===== config.mk =====
export PLATFORM = sky130hd
export DESIGN_NAME = mti_canceller_2p
export DESIGN_NICKNAME = d
export VERILOG_FILES = /design/src/rtl/mti_pkg.sv /design/src/rtl/mti_hist_mem.sv /design/src/rtl/mti_pred_track.sv /design/src/rtl/mti_sat_sub.sv /design/src/rtl/mti_canceller_2p.sv
export SDC_FILE = /design/constraint.sdc
export NUM_CORES = 2
export LEC_CHECK = 0
export BUFFER_PORTS_ARGS = -buffer_cell sky130_fd_sc_hd__buf_2
export CAP_MARGIN = 20
export CORE_UTILIZATION = 57
export DETAILED_ROUTE_END_ITERATION = 8
export PLACE_DENSITY = 0.77
export RECOVER_POWER = 50
export SETUP_SLACK_MARGIN = 0.15
export SLEW_MARGIN = 10
export SYNTH_ARGS = -nofsm -noshare
export SYNTH_HDL_FRONTEND = slang
export SYNTH_HIERARCHICAL = 1
export SYNTH_SLANG_ARGS = --single-unit

===== constraint.sdc =====
create_clock -name clk -period 3.9 [get_ports clk]
set_clock_uncertainty 0.2 [all_clocks]
set_input_delay 0.195 -clock clk [delete_from_list [all_inputs] [get_ports clk]]
set_output_delay 0.195 -clock clk [all_outputs]
set_load 0.1 [all_outputs]

===== src/rtl/mti_pkg.sv =====
package mti_pkg;
  // How the output sample of one valid cycle is formed
  typedef enum logic [1:0] {
    MODE_PASS  = 2'd0,  // forward the input unchanged
    MODE_FIRST = 2'd1,  // no predecessor: emit zero and flag it
    MODE_DIFF  = 2'd2   // current minus stored predecessor
  } out_mode_e;
endpackage


===== src/rtl/mti_hist_mem.sv =====
// Per-bin history store: combinational read of the old word, write at the edge.
module mti_hist_mem #(
  parameter int unsigned WORD_W = 32,
  parameter int unsigned ADDR_W = 6
) (
  input  logic              clk,
  input  logic              wr_en,
  input  logic [ADDR_W-1:0] addr,
  input  logic [WORD_W-1:0] wr_word,
  output logic [WORD_W-1:0] rd_word
);
  localparam int unsigned DEPTH = 1 << ADDR_W;

  logic [WORD_W-1:0] store_q [DEPTH];

  assign rd_word = store_q[addr];

  always_ff @(posedge clk) begin
    if (wr_en) begin
      store_q[addr] <= wr_word;
    end
  end
endmodule


===== src/rtl/mti_pred_track.sv =====
// One flag per bin: set once the bin has been sampled while cancelling,
// cleared by reset and by any cycle with the enable low.
module mti_pred_track #(
  parameter int unsigned ADDR_W = 6
) (
  input  logic              clk,
  input  logic              rst_n,
  input  logic              enable,
  input  logic              hit,
  input  logic [ADDR_W-1:0] addr,
  output logic              has_pred
);
  localparam int unsigned DEPTH = 1 << ADDR_W;

  logic [DEPTH-1:0] seen_q;
  logic [DEPTH-1:0] seen_d;

  for (genvar b = 0; b < DEPTH; b++) begin : g_bin
    always_comb begin
      seen_d[b] = enable & (seen_q[b] | (hit & (addr == ADDR_W'(b))));
    end

    always_ff @(posedge clk or negedge rst_n) begin
      if (!rst_n) begin
        seen_q[b] <= 1'b0;
      end else begin
        seen_q[b] <= seen_d[b];
      end
    end
  end

  assign has_pred = seen_q[addr];
endmodule


===== src/rtl/mti_sat_sub.sv =====
// Signed a - b clamped to the W-bit signed range.
module mti_sat_sub #(
  parameter int unsigned W = 16
) (
  input  logic signed [W-1:0] a,
  input  logic signed [W-1:0] b,
  output logic signed [W-1:0] y
);
  localparam logic signed [W-1:0] MAX_V = {1'b0, {(W-1){1'b1}}};
  localparam logic signed [W-1:0] MIN_V = {1'b1, {(W-1){1'b0}}};

  logic signed [W:0] wide;

  always_comb begin
    wide = {a[W-1], a} - {b[W-1], b};
    if (wide[W] != wide[W-1]) begin
      y = wide[W] ? MIN_V : MAX_V;
    end else begin
      y = wide[W-1:0];
    end
  end
endmodule


===== src/rtl/mti_canceller_2p.sv =====
module mti_canceller_2p
  import mti_pkg::*;
#(
  parameter int unsigned DATA_W = 16,
  parameter int unsigned BIN_W  = 6
) (
  input  logic                     clk,
  input  logic                     rst_n,
  input  logic                     mti_en,
  input  logic                     in_valid,
  input  logic [BIN_W-1:0]         in_bin,
  input  logic signed [DATA_W-1:0] in_i,
  input  logic signed [DATA_W-1:0] in_q,
  output logic                     out_valid,
  output logic [BIN_W-1:0]         out_bin,
  output logic signed [DATA_W-1:0] out_i,
  output logic signed [DATA_W-1:0] out_q,
  output logic                     out_first
);
  localparam int unsigned LANES  = 2;               // 0 = I, 1 = Q
  localparam int unsigned WORD_W = LANES * DATA_W;

  logic [WORD_W-1:0]       hist_rd;
  logic                    has_pred;
  out_mode_e               mode;
  logic signed [DATA_W-1:0] cur  [LANES];
  logic signed [DATA_W-1:0] prev [LANES];
  logic signed [DATA_W-1:0] dif  [LANES];
  logic signed [DATA_W-1:0] res  [LANES];
  logic                    first_d;

  mti_hist_mem #(
    .WORD_W (WORD_W),
    .ADDR_W (BIN_W)
  ) u_hist (
    .clk     (clk),
    .wr_en   (in_valid),
    .addr    (in_bin),
    .wr_word ({in_q, in_i}),
    .rd_word (hist_rd)
  );

  mti_pred_track #(
    .ADDR_W (BIN_W)
  ) u_track (
    .clk      (clk),
    .rst_n    (rst_n),
    .enable   (mti_en),
    .hit      (in_valid),
    .addr     (in_bin),
    .has_pred (has_pred)
  );

  assign cur[0] = in_i;
  assign cur[1] = in_q;

  for (genvar l = 0; l < LANES; l++) begin : g_lane
    assign prev[l] = hist_rd[l*DATA_W +: DATA_W];

    mti_sat_sub #(
      .W (DATA_W)
    ) u_sub (
      .a (cur[l]),
      .b (prev[l]),
      .y (dif[l])
    );

    always_comb begin
      unique case (mode)
        MODE_PASS:  res[l] = cur[l];
        MODE_FIRST: res[l] = '0;
        default:    res[l] = dif[l];
      endcase
    end
  end

  always_comb begin
    if (!mti_en) begin
      mode = MODE_PASS;
    end else if (has_pred) begin
      mode = MODE_DIFF;
    end else begin
      mode = MODE_FIRST;
    end
    first_d = (mode == MODE_FIRST);
  end

  // Output stage: valid always tracks, payload loads only on valid.
  always_ff @(posedge clk or negedge rst_n) begin
    if (!rst_n) begin
      out_valid <= 1'b0;
    end else begin
      out_valid <= in_valid;
    end
  end

  always_ff @(posedge clk or negedge rst_n) begin
    if (!rst_n) begin
      out_bin   <= '0;
      out_i     <= '0;
      out_q     <= '0;
      out_first <= 1'b0;
    end else if (in_valid) begin
      out_bin   <= in_bin;
      out_i     <= res[0];
      out_q     <= res[1];
      out_first <= first_d;
    end
  end
endmodule


== Yosys cells after proc, flatten, opt, wreduce, memory -nomap -nowiden ==
Memories as Yosys holds them, arrays and structs flattened.
Index checks and enable logic that the tools add are counted.

* Register bits: 104
* Memory bits (writable): 2048
* Input port bits: 42
* Output and inout port bits: 40
* Word-level logic and storage cells: 345
* Memories: 1

{| class="wikitable"
|+ Memories
! name !! words !! width !! read ports !! clocked after Yosys merged registers in !! wr ports !! line !! RTL
|-
| u_hist.store_q || 64 || 32 || 1 || 0 || 1 || mti_hist_mem.sv:14 || <nowiki>logic [WORD_W-1:0] store_q [DEPTH];</nowiki>
|}

* Add/subtract/negate cells: 2
* Magnitude comparators: 1
* Equality and inequality tests: 66
* Multiplexer cells: 12
* Bitwise gates (word level): 192
* Reduce and logical (&&, ||, !) cells: 2

{| class="wikitable"
|+ Operators by type and width
! operator !! number
|-
| $eq 6x6->1 const B || 32
|-
| $and 1x1->1 || 128
|-
| $eq 6x5->1 const B || 16
|-
| $mux 16 || 4
|-
| $or 1x1->1 || 64
|-
| $pmux 16 s2 || 2
|-
| $eq 6x4->1 const B || 8
|-
| $sub 16x16->17 || 2
|-
| $eq 6x3->1 const B || 4
|-
| $eq 6x2->1 const B || 2
|-
| $lt 6x7->1 const B || 1
|-
| $bmux 1 s6 || 1
|-
| $eq 6x1->1 const B || 1
|-
| $logic_not 6->1 || 1
|-
| $mux 2 || 2
|-
| $mux 1 || 3
|-
| $eq 2x1->1 const B || 1
|-
| $logic_not 2->1 || 1
|-
| $ne 1x1->1 || 2
|}

== Longest topological paths before layout ==
* Word-level depth: 6
* Gate-level depth with buffers: 25
* Gate-level depth less buffers: 17

== Cells and area by module ==
Netlist, hierarchy kept.

{| class="wikitable"
|+ Modules (own cells, without submodules)
! module !! instances !! cells an instance !! area an instance (um^2)
|-
| mti_hist_mem || 1 || 4207 || 78287.6
|-
| mti_pred_track || 1 || 278 || 3128.0
|-
| mti_canceller_2p || 1 || 196 || 2209.6
|-
| mti_sat_sub || 2 || 138 || 1028.5
|}

== Worst setup path before layout ==
OpenSTA, ideal clock, no wires.

* Kind: input to register
* Start: in in_bin[2]
* End: reg out_q[5]
* Library setup time: 0.128 ns
* Arrival: 4.226 ns
* Path slack: -0.654 ns
* Stages: 19
* Cell sequence: buf_2 -> buf_1 -> mux4_2 -> mux2i_1 -> nor2_1 -> or4b_1 -> or4_1 -> inv_1 -> ha_1 -> clkbuf_1 -> nand3_1 -> nand2_1 -> nor4_1 -> a21oi_2 -> xor2_2 -> buf_4 -> maj3_1 -> nand3_1 -> a31oi_2

{| class="wikitable"
|+ RTL lines
! what !! line !! RTL
|-
| start: declaration || mti_canceller_2p.sv:11 || <nowiki>input logic [BIN_W-1:0] in_bin,</nowiki>
|-
| end signal: assignment || mti_canceller_2p.sv:106 || <nowiki>out_q <= res[1];</nowiki>
|-
| end: declaration || mti_canceller_2p.sv:17 || <nowiki>output logic signed [DATA_W-1:0] out_q,</nowiki>
|}

==> results.toml <==
[timing]
final.setup.tns_ns = -16.05
finalMaxSlewViolations = 1372
max_freq_mhz = 225
finalSetupViolCount = 32
timing.hold.ws_ns = 0.168
worst_pin_slew_ns = 3.53
hold_viol = 0
relSlewSlack_pct = -136
rsz0062_at_grt = "yes"
final.min_clock_period_ns = 4.45
finalWorstSetupSlack_ns = -0.549
fin_crit_sh_pct = 114

[synth]
ys_seq_area_share_pct = 74.8
syn_inst = 4957
synth-seq-cells = 2152
synthFlopType = "edfxtp_1"
synthArstFlopShare_pct = 4.83
synth_edf_count = 2048
avgSynthCellArea_um2 = 17.3
synth_nets = 5033
yosys_warnings = 6
yosys.cell_types.count = 84
mappedNetlistArea_mm2 = 0.0857

[hold_path]
hold_class = "primary input to flop"
whs_path_depth = 5
hp-start = "in_bin[4]"
hold-path-endpoint = "u_track/seen_q[61]"

[detailed_routing]
routedWlPerCell_um = 32.4
drc = 4
wl_mm = 253
ant_nets = 0
drtPass1Iterations = 9
num_vias = 53517
drt-initial-drc-count = 8190
via_per_inst = 6.86

[clock_network]
clkLatencyLatePin_ns = 0.85
root_buffer = "clkbuf_16"
cts.reportedPaths.clkPinSlew_ns = 0.06
cts_sinks = 2152
cts-htree-levels = 4
cts_buffers = 202
clockBufferDepth = 3
tritoncts = "yes"

[grt]
grt_max_degree = 89
grt_use_total_pct = 33.0
grt_first_pass_wirelength_mm = 360
overflow = 0
grt_pass1_vias = 52131
antenna_found_initial = 17

[critical_path]
rr_startpoint = "u_hist/store_q[23][4]"
reg2reg_to = "out_i[10]"
rr_worst_depth = 20
cp-start-kind = "flop"
rrSetupSlack_ns = -0.55
crit_chain = "and3_1 > nor4_2 > a31oi_1 > buf_4 > a2111oi_4 > buf_4 > nand3_1 > inv_2 > buf_12 > ha_4 > buf_4 > a311oi_4 > buf_4 > buf_4 > nor3b_2 > a21bo_2 > xor2_2 > maj3_2 > nand3_2 > a31oi_1"
cpMaxStageDelayCell = "a2111oi_4"
path_max_fanout = 4
crit_type = "flop to flop"
cp_common_cell = "buf_4"
worstSetupEndpointType = "flop"
worstPathRequired_ns = 4.38
worstPathArrival_ns = 4.93
slowest_delay_ns = 0.50

[cells_and_area]
fin_nets = 5720
drive_gt1_share_pct = 27.2
final_common_cell = "edfxtp_1"
syn2layout_area_growth_pct = 18.2
n_fill_cell = 9192
mostFrequentLayoutCells = "edfxtp_1 (2048), buf_4 (587), mux2i_1 (253)"
postLayoutCoreUtil_pct = 68.2
stdcell_count = 7806

[placed_design]
numPortBuffers = 81
hpwl_mm = 158
dp_cells = 7378
place_congestion = 0.937
dp_slack_ns = -1.58

[outcome]
violations = "DRC, capacitance limit, slew limit, setup timing"
status = "finished with violations"

[power]
powerDensity_mw_per_mm2 = 488
ir_drop_uv = 516
p_leak_nw = 34.3

[floorplan]
core-area_mm2 = 0.149
die_h_um = 390
fp.dieArea_mm2 = 0.152
start_util_pct = 57.7
dieWidth_um = 390
rows = 141
io_pins = 82

[run]
cap_violations = 26
## worst max-delay path by stage
| stage | startpoint | end | slack [ns] |
|---|---|---|---|
| after floorplan | in_bin[0] | out_q[11] | -0.15 |
| after global placement | in_bin[1] | out_i[11] | -1.59 |
| after detailed placement | in_bin[1] | out_i[1] | -1.58 |
| after CTS | u_hist/store_q[20][17] | out_q[14] | -0.49 |
| after global routing | u_hist/store_q[29][19] | out_q[10] | -0.62 |
| final | u_hist/store_q[23][4] | out_i[10] | -0.55 |
## area by class of cell
type,count,area (um^2),share of cell area (%)
Sequential cell,2152,64100,63.3
Clock buffer,262,5360,5.29
Timing Repair Buffer,829,7050,6.96
Clock inverter,98,788,0.778
Inverter,43,184,0.182
Antenna cell,4,10.0,0.00988
Tap cell,2002,2500,2.47
Multi-Input combinational cell,2416,21300,21.0
## per-layer routing
layer	GRT usage (%)	wire (um)	up-vias
met1	43.8	88100	26788
met3	9.33	35300	771
li1	-	-	21583
met2	50.7	116000	4359
met4	15.5	13400	16
met5	0	131	-
## synthesized netlist by cell type, drive strengths merged, types with 5 or more instances
master | instances | area (um^2)
xor2 | 10 | 103
and3 | 89 | 557
mux2i | 259 | 2590
o21ai | 98 | 490
o21a | 23 | 173
a221oi | 175 | 1530
nor3 | 28 | 150
nor2b | 54 | 338
nand3 | 98 | 546
xnor2 | 12 | 105
nor4 | 17 | 106
edfxtp | 2048 | 61500
nand2 | 46 | 173
a31oi | 77 | 519
nand3b | 6 | 45.0
nor2 | 223 | 852
inv | 43 | 161
a211oi | 22 | 175
or4b | 14 | 140
nand2b | 59 | 532
a22oi | 196 | 1470
a21o | 6 | 45.0
clkbuf | 189 | 713
o22ai | 97 | 607
maj3 | 30 | 323
a22o | 66 | 578
o2bb2ai | 17 | 149
mux2 | 153 | 1730
a21oi | 200 | 1010
nand4 | 7 | 43.8
mux4 | 112 | 2570
a2111oi | 17 | 151
a222oi | 16 | 160
or4 | 16 | 120
or3 | 8 | 50.1
nor3b | 5 | 37.5
ha | 32 | 400
a221o | 15 | 150
o22a | 70 | 613
dfrtp | 104 | 2600
o221ai | 8 | 105
and2 | 6 | 37.5
buf | 157 | 943
## worst max-delay path, delay by kind of cell (launching register included)
family                   cells  cell delay [ns]
AO/OA/AOI/OAI                5             1.30
buffers and inverters        7             1.03
AND/OR/NAND/NOR              5             0.74
adder cells (fa/ha/maj)      2             0.52
flip-flops                   1             0.36
XOR/XNOR                     1             0.15
## power breakdown
| part | total [W] | switching, W | internal (W) |
|---|---|---|---|
| Sequential | 0.0256 | 0.0000729 | 0.0255 |
| Clock | 0.0186 | 0.00837 | 0.0102 |
| Combinational | 0.00525 | 0.00320 | 0.00205 |
| Total | 0.0494 | 0.0116 | 0.0378 |
## flip-flops by register name (all words and copies together) (netlist names)
register,cells
u_hist/store_q,2048
u_track/seen_q,64
out_i,16
out_q,16
out_bin,6
out_first,1
out_valid,1
## stage by stage
stage | total power [W] | instance area, um^2
floorplan | 0.0286 | 86600
global placement | 0.0307 | 94000
CTS | 0.0493 | 101000
global route | 0.0506 | 101000
detailed placement | 0.0307 | 94000
finish | 0.0494 | 101000
## cell families after synthesis
group	count (synthesis)	synth area share [%]
buffers and inverters	389	2.12
xor gates and xnor gates	22	0.242
and+or+nand+nor	688	4.47
AOI/OAI and AO/OA	1118	9.42
DFF	2152	74.8
adders and majority gates	64	0.891
muxes	524	8.04
## timing repair
action                                  4_1_cts  5_1_grt
endpoints found under the hold margin      1004        0
resized for setup                           112       40
pin swaps                                    47       41
endpoints found under the setup margin       32       32
setup buffers                                16        7
cloned                                        3        0
hold buffers                                 38        0
(Power assumes the default switching activity.)
